==> src/rtl/cdiv_pkg.sv <==
package cdiv_pkg;

    localparam int REG_W    = 32;
    localparam int FIELD_W  = 4;
    localparam int WAIT_LSB = 16;
    localparam int HOLD_LSB = 20;
    localparam int BYP_BIT  = 24;
    localparam int UPD_BIT  = 25;

    typedef enum logic {
        PH_LOW  = 1'b0,
        PH_HIGH = 1'b1
    } phase_e;

    typedef struct packed {
        logic [FIELD_W-1:0] hold_c;
        logic [FIELD_W-1:0] wait_c;
    } counts_t;

    function automatic logic [FIELD_W-1:0] field_mask(input int cnt_w);
        logic [FIELD_W-1:0] m;
        m = '0;
        for (int i = 0; i < FIELD_W; i++) begin
            if (i < cnt_w) m[i] = 1'b1;
        end
        return m;
    endfunction

    function automatic logic [REG_W-1:0] pack_cfg(input counts_t c,
                                                  input logic byp,
                                                  input logic pend);
        logic [REG_W-1:0] r;
        r = '0;
        r[WAIT_LSB +: FIELD_W] = c.wait_c;
        r[HOLD_LSB +: FIELD_W] = c.hold_c;
        r[BYP_BIT]             = byp;
        r[UPD_BIT]             = pend;
        return r;
    endfunction

endpackage

==> src/rtl/cdiv_cfg_reg.sv <==
module cdiv_cfg_reg
    import cdiv_pkg::*;
#(
    parameter int COUNT_W = 4
) (
    input  logic             clk,
    input  logic             rst,
    input  logic             we,
    input  logic [REG_W-1:0] wdata,
    input  logic             apply_i,
    output counts_t          staged_o,
    output logic             bypass_o,
    output logic             pend_o,
    output logic [REG_W-1:0] rdata_o
);

    localparam logic [FIELD_W-1:0] CMASK = field_mask(COUNT_W);

    counts_t wr_counts;
    counts_t staged_q;
    logic    bypass_q;
    logic    pend_q;
    logic    unused_bits;

    assign unused_bits = ^{wdata[REG_W-1:UPD_BIT+1], wdata[WAIT_LSB-1:0]};

    generate
        if (COUNT_W >= FIELD_W) begin : g_full
            assign wr_counts.wait_c = wdata[WAIT_LSB +: FIELD_W];
            assign wr_counts.hold_c = wdata[HOLD_LSB +: FIELD_W];
        end else begin : g_narrow
            assign wr_counts.wait_c = wdata[WAIT_LSB +: FIELD_W] & CMASK;
            assign wr_counts.hold_c = wdata[HOLD_LSB +: FIELD_W] & CMASK;
        end
    endgenerate

    always_ff @(posedge clk) begin
        if (rst) begin
            staged_q <= '0;
            bypass_q <= 1'b0;
        end else if (we) begin
            staged_q <= wr_counts;
            bypass_q <= wdata[BYP_BIT];
        end
    end

    always_ff @(posedge clk) begin
        if (rst) begin
            pend_q <= 1'b0;
        end else if (we && wdata[UPD_BIT]) begin
            pend_q <= 1'b1;
        end else if (apply_i) begin
            pend_q <= 1'b0;
        end
    end

    assign staged_o = staged_q;
    assign bypass_o = bypass_q;
    assign pend_o   = pend_q;
    assign rdata_o  = pack_cfg(staged_q, bypass_q, pend_q);

    // a commit write is visible as pending on the next cycle
    p_pend_set_r5: assert property (@(posedge clk) disable iff (rst)
        (we && wdata[UPD_BIT]) |=> pend_q);

    // pending only drops when the phase generator reported a load
    p_pend_clear_r5: assert property (@(posedge clk) disable iff (rst)
        $fell(pend_q) |-> $past(apply_i));

endmodule

==> src/rtl/cdiv_phase_gen.sv <==
module cdiv_phase_gen
    import cdiv_pkg::*;
(
    input  logic    clk,
    input  logic    rst,
    input  counts_t staged_i,
    input  logic    pend_i,
    output logic    div_o,
    output logic    apply_o
);

    phase_e             phase_q;
    logic [FIELD_W-1:0] cnt_q;
    counts_t            act_q;
    logic               hi_done;
    logic               lo_done;

    assign hi_done = (phase_q == PH_HIGH) && (cnt_q == act_q.wait_c);
    assign lo_done = (phase_q == PH_LOW)  && (cnt_q == act_q.hold_c);
    assign apply_o = lo_done && pend_i;

    always_ff @(posedge clk) begin
        if (rst) begin
            phase_q <= PH_HIGH;
            cnt_q   <= '0;
        end else if (hi_done) begin
            phase_q <= PH_LOW;
            cnt_q   <= '0;
        end else if (lo_done) begin
            phase_q <= PH_HIGH;
            cnt_q   <= '0;
        end else begin
            cnt_q   <= cnt_q + 1'b1;
        end
    end

    always_ff @(posedge clk) begin
        if (rst) begin
            act_q <= '0;
        end else if (apply_o) begin
            act_q <= staged_i;
        end
    end

    assign div_o = (phase_q == PH_HIGH);

    // the high-phase counter never runs past the active high count
    p_hi_range_r2: assert property (@(posedge clk) disable iff (rst)
        (phase_q == PH_HIGH) |-> (cnt_q <= act_q.wait_c));

    // the low-phase counter never runs past the active low count
    p_lo_range_r2: assert property (@(posedge clk) disable iff (rst)
        (phase_q == PH_LOW) |-> (cnt_q <= act_q.hold_c));

    // active counts stay put except at a committed end of low phase
    p_act_stable_r6: assert property (@(posedge clk) disable iff (rst)
        !apply_o |=> $stable(act_q));

endmodule

==> src/rtl/cdiv_out_mux.sv <==
module cdiv_out_mux (
    input  logic clk,
    input  logic bypass_i,
    input  logic div_i,
    output logic clk_o
);

    always_comb begin
        if (bypass_i) clk_o = clk;
        else          clk_o = div_i;
    end

endmodule

==> src/rtl/cdiv_wait_hold.sv <==
module cdiv_wait_hold
    import cdiv_pkg::*;
#(
    parameter int COUNT_W = 4
) (
    input  logic        clk,
    input  logic        rst,
    input  logic        cfg_we,
    input  logic [31:0] cfg_wdata,
    output logic [31:0] cfg_rdata,
    output logic        clk_out
);

    counts_t staged;
    logic    bypass;
    logic    pend;
    logic    apply;
    logic    div_q;

    cdiv_cfg_reg #(.COUNT_W(COUNT_W)) u_cfg (
        .clk      (clk),
        .rst      (rst),
        .we       (cfg_we),
        .wdata    (cfg_wdata),
        .apply_i  (apply),
        .staged_o (staged),
        .bypass_o (bypass),
        .pend_o   (pend),
        .rdata_o  (cfg_rdata)
    );

    cdiv_phase_gen u_phase (
        .clk      (clk),
        .rst      (rst),
        .staged_i (staged),
        .pend_i   (pend),
        .div_o    (div_q),
        .apply_o  (apply)
    );

    cdiv_out_mux u_mux (
        .clk      (clk),
        .bypass_i (bypass),
        .div_i    (div_q),
        .clk_o    (clk_out)
    );

    // reset leaves the configuration word cleared
    p_reset_clear_r1: assert property (@(posedge clk)
        rst |=> (cfg_rdata == '0));

endmodule

==> config.mk <==
export PLATFORM = sky130hd
export DESIGN_NAME = cdiv_wait_hold
export DESIGN_NICKNAME = d
export VERILOG_FILES = /design/src/rtl/cdiv_pkg.sv /design/src/rtl/cdiv_cfg_reg.sv /design/src/rtl/cdiv_phase_gen.sv /design/src/rtl/cdiv_out_mux.sv /design/src/rtl/cdiv_wait_hold.sv
export SDC_FILE = /design/constraint.sdc
export NUM_CORES = 1
export LEC_CHECK = 0
export ABC_AREA = 0
export BUFFER_PORTS_ARGS = -buffer_cell sky130_fd_sc_hd__buf_2
export CAP_MARGIN = 10
export CORE_MARGIN = 2
export CORE_UTILIZATION = 45
export CTS_BUF_LIST = sky130_fd_sc_hd__clkbuf_2 sky130_fd_sc_hd__clkbuf_4 sky130_fd_sc_hd__clkbuf_8
export DETAILED_ROUTE_END_ITERATION = 12
export PLACE_DENSITY = 0.82
export SLEW_MARGIN = 5
export SYNTH_ARGS = -nofsm -noshare
export SYNTH_HDL_FRONTEND = slang
export SYNTH_SLANG_ARGS = --single-unit
==> constraint.sdc <==
create_clock -name clk -period 1.5 [get_ports clk]
set_input_delay 0.45 -clock clk [delete_from_list [all_inputs] [get_ports clk]]
set_output_delay 0.45 -clock clk [all_outputs]
set_load 0.005 [all_outputs]
## Word level (Yosys, flattened, before mapping)

Index checks and enable logic that the tools add are counted.

- Flip-flop bits (word level): 23
- Output and inout bits: 33
- Logic and storage cells: 24
- Input bits: 35

- Add/sub/neg operators: 1
- Equality and inequality tests: 2
- Muxes and demuxes: 5
- Bitwise logic cells: 1
- Reductions and logical operators: 7

Operators by type and width:

| operator | count |
|---|---|
| 4-bit == test | 2 |
| 1-bit 2-to-1 mux | 5 |
| 4-bit by 1-bit adder with 4-bit output (second input constant) | 1 |
| 1-bit logical AND | 4 |
| 2-bit nonzero test | 2 |
| 3-bit OR reduction | 1 |
| 1-bit inverter | 1 |

## Logic depth before layout (Yosys ltp)

Gate-level depths: netlist of run 1.

- Word-level depth: 5
- Gate-level depth with buffers: 4

## Modules after synthesis

Synthesis of run 1 repeated with hierarchy kept, for this count alone.

- Cells, all modules: 134
- Area, all modules: 1,239.9 sq um

Modules (own cells, without submodules):

| module | seq. area each (sq um) | instances | cells an instance | area an instance (sq um) |
|---|---|---|---|---|
| cdiv_phase_gen | 260.2 | 1 | 67 | 625.6 |
| cdiv_cfg_reg | 200.2 | 1 | 66 | 599.3 |
| cdiv_out_mux | 0.0 | 1 | 1 | 15.0 |

==> summary.txt, run 1 <==
Synthesis
  • Async S/R FF share, synth: 0
  • Sequential element share of the synthesized area: 0.380
  • Yosys warns: 0
  • Mapped Cells: 124
  • Post-synthesis register bit count: 23
  • Count of different cell masters after synthesis: 25
  • EDFF count, synth: 0
  • Syn_area_per_cell: 9.77 sq um
  • Post-Syn Area: between 1000 and 1500 sq um
  • Synth Flop Type: dfxtp_1

Die
  • Std cell rows: 18
  • Initial Util: 0.480
  • Core area: 2520 sq um
  • Die width: roughly 56 microns
  • Die height: 55.9 microns
  • # IOs: 68
  • Die Area: about 3100 sq um

CTS
  • CTS tree: built
  • Hold Buf Count CTS: 0
  • CTS clock-pin slew for the worst setup and hold paths: 0.12 ns
  • Skew-Pair Late Insertion Delay: roughly 0.42 ns

Pwr
  • Internal power: roughly 1.1 mW
  • Power per cell area: 1200 nW/um^2
  • Total power: approximately 1.6 mW
  • Share of total power in the clock network: 0.297
  • VDD IR-drop max: approximately 950 uV
  • Leakage: 0.609 nW
  • Switch Pwr: between 0.4 and 0.5 mW
  • Share of power burned in combinational logic: 0.247
  • Sw frac: 0.293
  • Reg power frac: 0.456

Critical path
  • Critical Path Fanout Max: 2
  • Crit-path leading delay family: multiplexers
  • CP bufs+invs: 2
  • CP max stage delay: around 0.25 ns
  • CP Class: clock port to output pin
  • R2R cell count: 4
  • Flop-to-flop setup slack: approximately 0.15 ns
  • Worst Setup SP: clk
  • Worst EP required: 1.05 ns
  • Critical Path Slowest Stage Cell: mux2_4
  • Reg-to-reg endpoint: u_phase.div_o
  • Critical Path Sink Type: output pin
  • CP Cell Sequence: clkbuf_8, mux2_4, buf_6
  • Data arrival time of the critical path: about 1.2 ns
  • RR Startpoint: u_phase.cnt_q[2]
  • Startpoint Class: clock port

Placement
  • Post-place setup slack: -0.0557 ns
  • Placed cell count: approximately 170
  • I/O Buffers: 23
  • Cell Area, Placed: between 1000 and 1500 sq um
  • HPWL Detailed: 1470 microns
  • GP Congestion: between 0.7 and 0.8

Timing
  • Final setup fails: 1
  • Final hold viol count: 0
  • PnR worst setup slack: -0.175 ns
  • RSZ-0062 raised after global routing: yes
  • Setup_tns: -0.175 ns
  • Worst hold slack: between 0.2 and 0.3 ns
  • Slew Viols, Final: 0
  • Clk_skew: ~0.00054 ns

Final layout
  • Non-filler cells, final: approximately 180
  • Sequential cell area: around 460 sq um
  • Layout cells sized above 1: 0.275
  • Multi-input gate area: between 600 and 700 sq um
  • Fillers: between 200 and 250
  • Area delta synth->final: 10.0%
  • Final instance area: 1330 sq um
  • # nets final: roughly 190
  • Ant diodes: 0
  • Util after Layout: 0.528

Detailed routing
  • Via Count: about 840
  • Starting DRT DRC Count: 18
  • Wire length per cell: between 10 and 15 microns
  • First drt pass iteration count: 4
  • Vias per inst: roughly 4.7
  • Final WL: roughly 2000 microns
  • Number of remaining DRC errors: 0
  • Antenna-violating nets left: 0

Global routing
  • Largest net degree at the start of global routing: 19
  • First-pass GRT wire length: 3310 microns
  • Initial antenna violation count: 0
  • GR Overflow Total: 0
  • Number of global-route vias before repair: 797
  • All-layer global routing usage: 0.138

Min path
  • Hold Path Stages: 3
  • Worst Hold Class: input port to flip-flop
  • Worst min-delay path startpoint: cfg_wdata[17]
  • Hold Path End: u_cfg.rdata_o[17]

Run
  • Max-cap violation count: 0

Run status
  • Failing checks: negative setup slack
  • Status: finished, violations left
[placed cells by master, fill, tap and decap left out, types with 2 or more instances in the layout]
master,n
conb_1,22
buf_2,22
dfxtp_1,21
nand2b_1,19
mux2i_1,17
nor2_1,10
xnor2_1,6
clkbuf_4,5
xor2_1,3
nor3_1,3
buf_4,3
dfxtp_2,2
[layout make-up]
type                    instances  share of cell area
clock buffers                   7              0.0469
multi-input cells              94               0.478
flip-flops and latches         23               0.347
well taps                      30              0.0282
repair buffers                 25              0.0995
[registers in the layout, summed over array words and instances (netlist names)]
register	cells
u_cfg.rdata_o	8
u_phase.act_q	8
u_phase.cnt_q	4
u_cfg.bypass_o	1
u_cfg.pend_o	1
u_phase.div_o	1
[worst max-delay path by stage]
stage,endpoint,slack [ns],depth (start not counted)
4_1_cts,clk_out,-0.18,3
3_3_place_gp,clk_out,-0.06,2
6_report,clk_out,-0.18,3
3_5_place_dp,clk_out,-0.06,2
5_1_grt,clk_out,-0.20,2
2_1_floorplan,clk_out,0.05,1
[worst min-delay path: stages]
cell and delay (ns):
buf_2 0.07, mux2i_1 0.05, nor2_1 0.07
[routing by layer]
metal,vias up,part of all wire,track usage
met2,37,0.50,0.231
met5,-,0,0
met4,0,0.028,0.0918
li1,413,-,-
met1,384,0.42,0.145
met3,8,0.055,0.0488
[cell families after synthesis]
group / synth area share
buffers and inverters: 0.162
and+or+nand+nor: 0.208
AOI/OAI and AO/OA: 0.0217
other: 0.00310
xor gates and xnor gates: 0.0651
muxes: 0.150
DFF: 0.380
adders and majority gates: 0.0103
[timing repair]
action | 4_1_cts | 5_1_grt
resized for setup | 4 | 1
setup endpoints to repair | 1 | 1
buffers inserted | 0 | 1
[cells in the mapped netlist, types with 3 or more instances]
| cell | number | area (sq um) |
|---|---|---|
| nand2b_1 | 19 | 119 |
| buf_4 | 24 | 180 |
| clkbuf_1 | 3 | 11.3 |
| xor2_1 | 3 | 26.3 |
| dfxtp_1 | 23 | 460 |
| nor3_1 | 3 | 15.0 |
| xnor2_1 | 6 | 52.6 |
| nor2_1 | 10 | 37.5 |
| mux2i_1 | 17 | 170 |
[power by group through the flow]
stage          Combinational (mW)  Sequential (mW)  Clock (mW)
2_1_floorplan               0.323            0.733      0.0183
3_3_place_gp                0.367            0.733      0.0308
3_5_place_dp                0.385            0.736      0.0308
4_1_cts                     0.388            0.724       0.478
5_1_grt                     0.430            0.737       0.511
6_report                    0.394            0.729       0.474
Note: power is estimated with default switching activity, not from simulation.
==> run 2, diff against run 1 <==
clock period = 1.8 ns   (was 1.5 ns; I/O delays follow)
==> run 2 against run 1 <==
Against the previous run: the run still ends with negative setup slack left; combinational power decreased by 26%; total power shrank 18%; sequential cell count unchanged; critical path depth is the same; via count is 2.7% lower; critical path type unchanged; largest power group unchanged.
==> summary.txt, run 2 (same netlist as run 1, synthesis figures left out) <==
Run status
  • Status: finished, violations left
  • Failing checks: negative setup slack

Final layout
  • # nets final: 183 (-1.6%)
  • Ant diodes: 0 (unchanged)
  • Non-filler cells, final: 176 (-1.7%)
  • Layout cells sized above 1: 0.247 (-0.0286)
  • Commonest non-fill, non-tap cell in the layout: dfxtp_1
  • Fillers: 238 (+4.8%)
  • Final instance area: 1310 sq um (-1.8%)
  • Area delta synth->final: 8.06%
  • Util after Layout: 0.519 (-0.00943)
  • Commonest cells after routing, fill and taps aside: dfxtp_1, conb_1, buf_2

Critical path
  • Critical Path End: clk_out
  • Critical Path Sink Type: output pin
  • Critical Path Fanout Max: 2 (unchanged)
  • R2R cell count: 4 (unchanged)
  • Worst Setup SP: clk
  • CP Class: clock port to output pin
  • RR Startpoint: u_phase.cnt_q[0]
  • Data arrival time of the critical path: 1.36 ns (+0.13 ns)
  • Flop-to-flop setup slack: 0.42 ns (+0.27 ns)
  • Startpoint Class: clock port
  • Worst EP required: 1.26 ns (+0.21 ns)
  • Reg-to-reg endpoint: u_phase.act_q[4]

Pwr
  • Leakage: 0.593 nW (-2.5%)
  • Internal power: 0.931 mW (-18%)
  • Reg power frac: 0.470 (+0.014)
  • Share of power burned in combinational logic: 0.222 (-0.025)
  • Share of total power in the clock network: 0.308 (+0.011)
  • Sw frac: 0.288 (-0.00532)
  • VDD IR-drop max: 678 uV (-29%)
  • Total power: 1.31 mW (-18%)
  • Power per cell area: 999 nW/um^2 (-17%)
  • Switch Pwr: 0.376 mW (-20%)

Die
  • Die Area: 3120 sq um (unchanged)
  • Die height: 55.9 microns (unchanged)
  • Initial Util: 0.480 (unchanged)
  • # IOs: 68 (unchanged)
  • Die width: 55.9 microns (unchanged)
  • Std cell rows: 18 (unchanged)
  • Core area: 2520 sq um (unchanged)

CTS
  • Cells resized by post-CTS repair: 3 (-1)
  • CTS clock-pin slew for the worst setup and hold paths: 0.12 ns (about the same)
  • CTS tree: built
  • Skew-Pair Late Insertion Delay: 0.42 ns (about the same)
  • Post-CTS Setup Bufs: 0 (unchanged)
  • Hold Buf Count CTS: 0 (unchanged)

Timing
  • RSZ-0062 raised after global routing: yes
  • Setup_tns: -0.0987 ns (+0.0767 ns)
  • Final hold viol count: 0 (unchanged)
  • Slew Viols, Final: 0 (unchanged)
  • Clk_skew: 0.000991 ns (+0.000451 ns)
  • Worst hold slack: 0.349 ns (+0.0969 ns)
  • PnR worst setup slack: -0.0987 ns (+0.0767 ns)
  • Final setup fails: 1 (unchanged)

Global routing
  • Number of global-route vias before repair: 780 (-2.1%)
  • Initial antenna violation count: 0 (unchanged)
  • Largest net degree at the start of global routing: 31 (+12)
  • First-pass GRT wire length: 3190 microns (-3.4%)
  • All-layer global routing usage: 0.135 (-0.00310)
  • GR Overflow Total: 0 (unchanged)

Detailed routing
  • Via Count: 819 (-2.7%)
  • Antenna-violating nets left: 0 (unchanged)
  • First drt pass iteration count: 4 (unchanged)
  • Vias per inst: 4.65 (-1.1%)
  • Number of remaining DRC errors: 0 (unchanged)
  • Final WL: 1930 microns (-2.5%)
  • Starting DRT DRC Count: 11 (-7)
  • Wire length per cell: 11.0 microns (-0.81%)

Placement
  • Cell Area, Placed: 1250 sq um (-1.2%)
  • Post-place setup slack: 0.00435 ns (+0.0600 ns)
  • HPWL Detailed: 1420 microns (-2.9%)
  • Placed cell count: 170 (-1.2%)
  • I/O Buffers: 23 (unchanged)
  • GP Congestion: 0.723 (-1.2%)

Min path
  • Worst Hold Class: input port to flip-flop

Run
  • Max-cap violation count: 0 (unchanged)
[run 2: cell types whose count changed in the layout (fill, tap and decap cells not counted), sizes merged]
cell	change
buf	-2
clkbuf	-1
[run 2: per-layer routing]
metal  track usage  vias up  share of wire
met5             0        -              0
met4        0.0952        0          0.021
met3        0.0558        4          0.064
met2         0.228       34           0.50
met1         0.133      375           0.41
li1              -      406              -
[run 2: worst min path at each step]
stage / from / end / slack (ns) / cells after the start
2_1_floorplan: u_phase.act_q[5] / u_phase.act_q[5] / 0.46 / 2
3_3_place_gp: u_cfg.rdata_o[18] / u_phase.act_q[2] / 0.47 / 2
3_5_place_dp: u_phase.act_q[1] / u_phase.act_q[1] / 0.49 / 2
4_1_cts: cfg_wdata[16] / u_cfg.rdata_o[16] / 0.34 / 3
5_1_grt: cfg_wdata[25] / u_cfg.pend_o / 0.34 / 3
6_report: cfg_wdata[16] / u_cfg.rdata_o[16] / 0.35 / 3
[run 2: critical path: stages]
cell	delay (ns)
buf_8	0.09
mux2_4	0.25
buf_6	0.11
[run 2: area by class of cell]
cell class,instances,area [sq um],area share
multi-input cells,94,637,0.487
flip-flops and latches,23,460,0.352
repair buffers,22,110,0.0841
clock buffers,7,63.8,0.0488
well taps,30,37.5,0.0287
[run 2: power by group through the flow]
stage	combinational [mW]	clock [mW]	sequential, mW
floorplan	0.269	0.0153	0.611
global placement	0.277	0.0256	0.622
detailed placement	0.290	0.0256	0.625
CTS	0.293	0.402	0.613
global route	0.321	0.439	0.624
finish	0.291	0.403	0.614
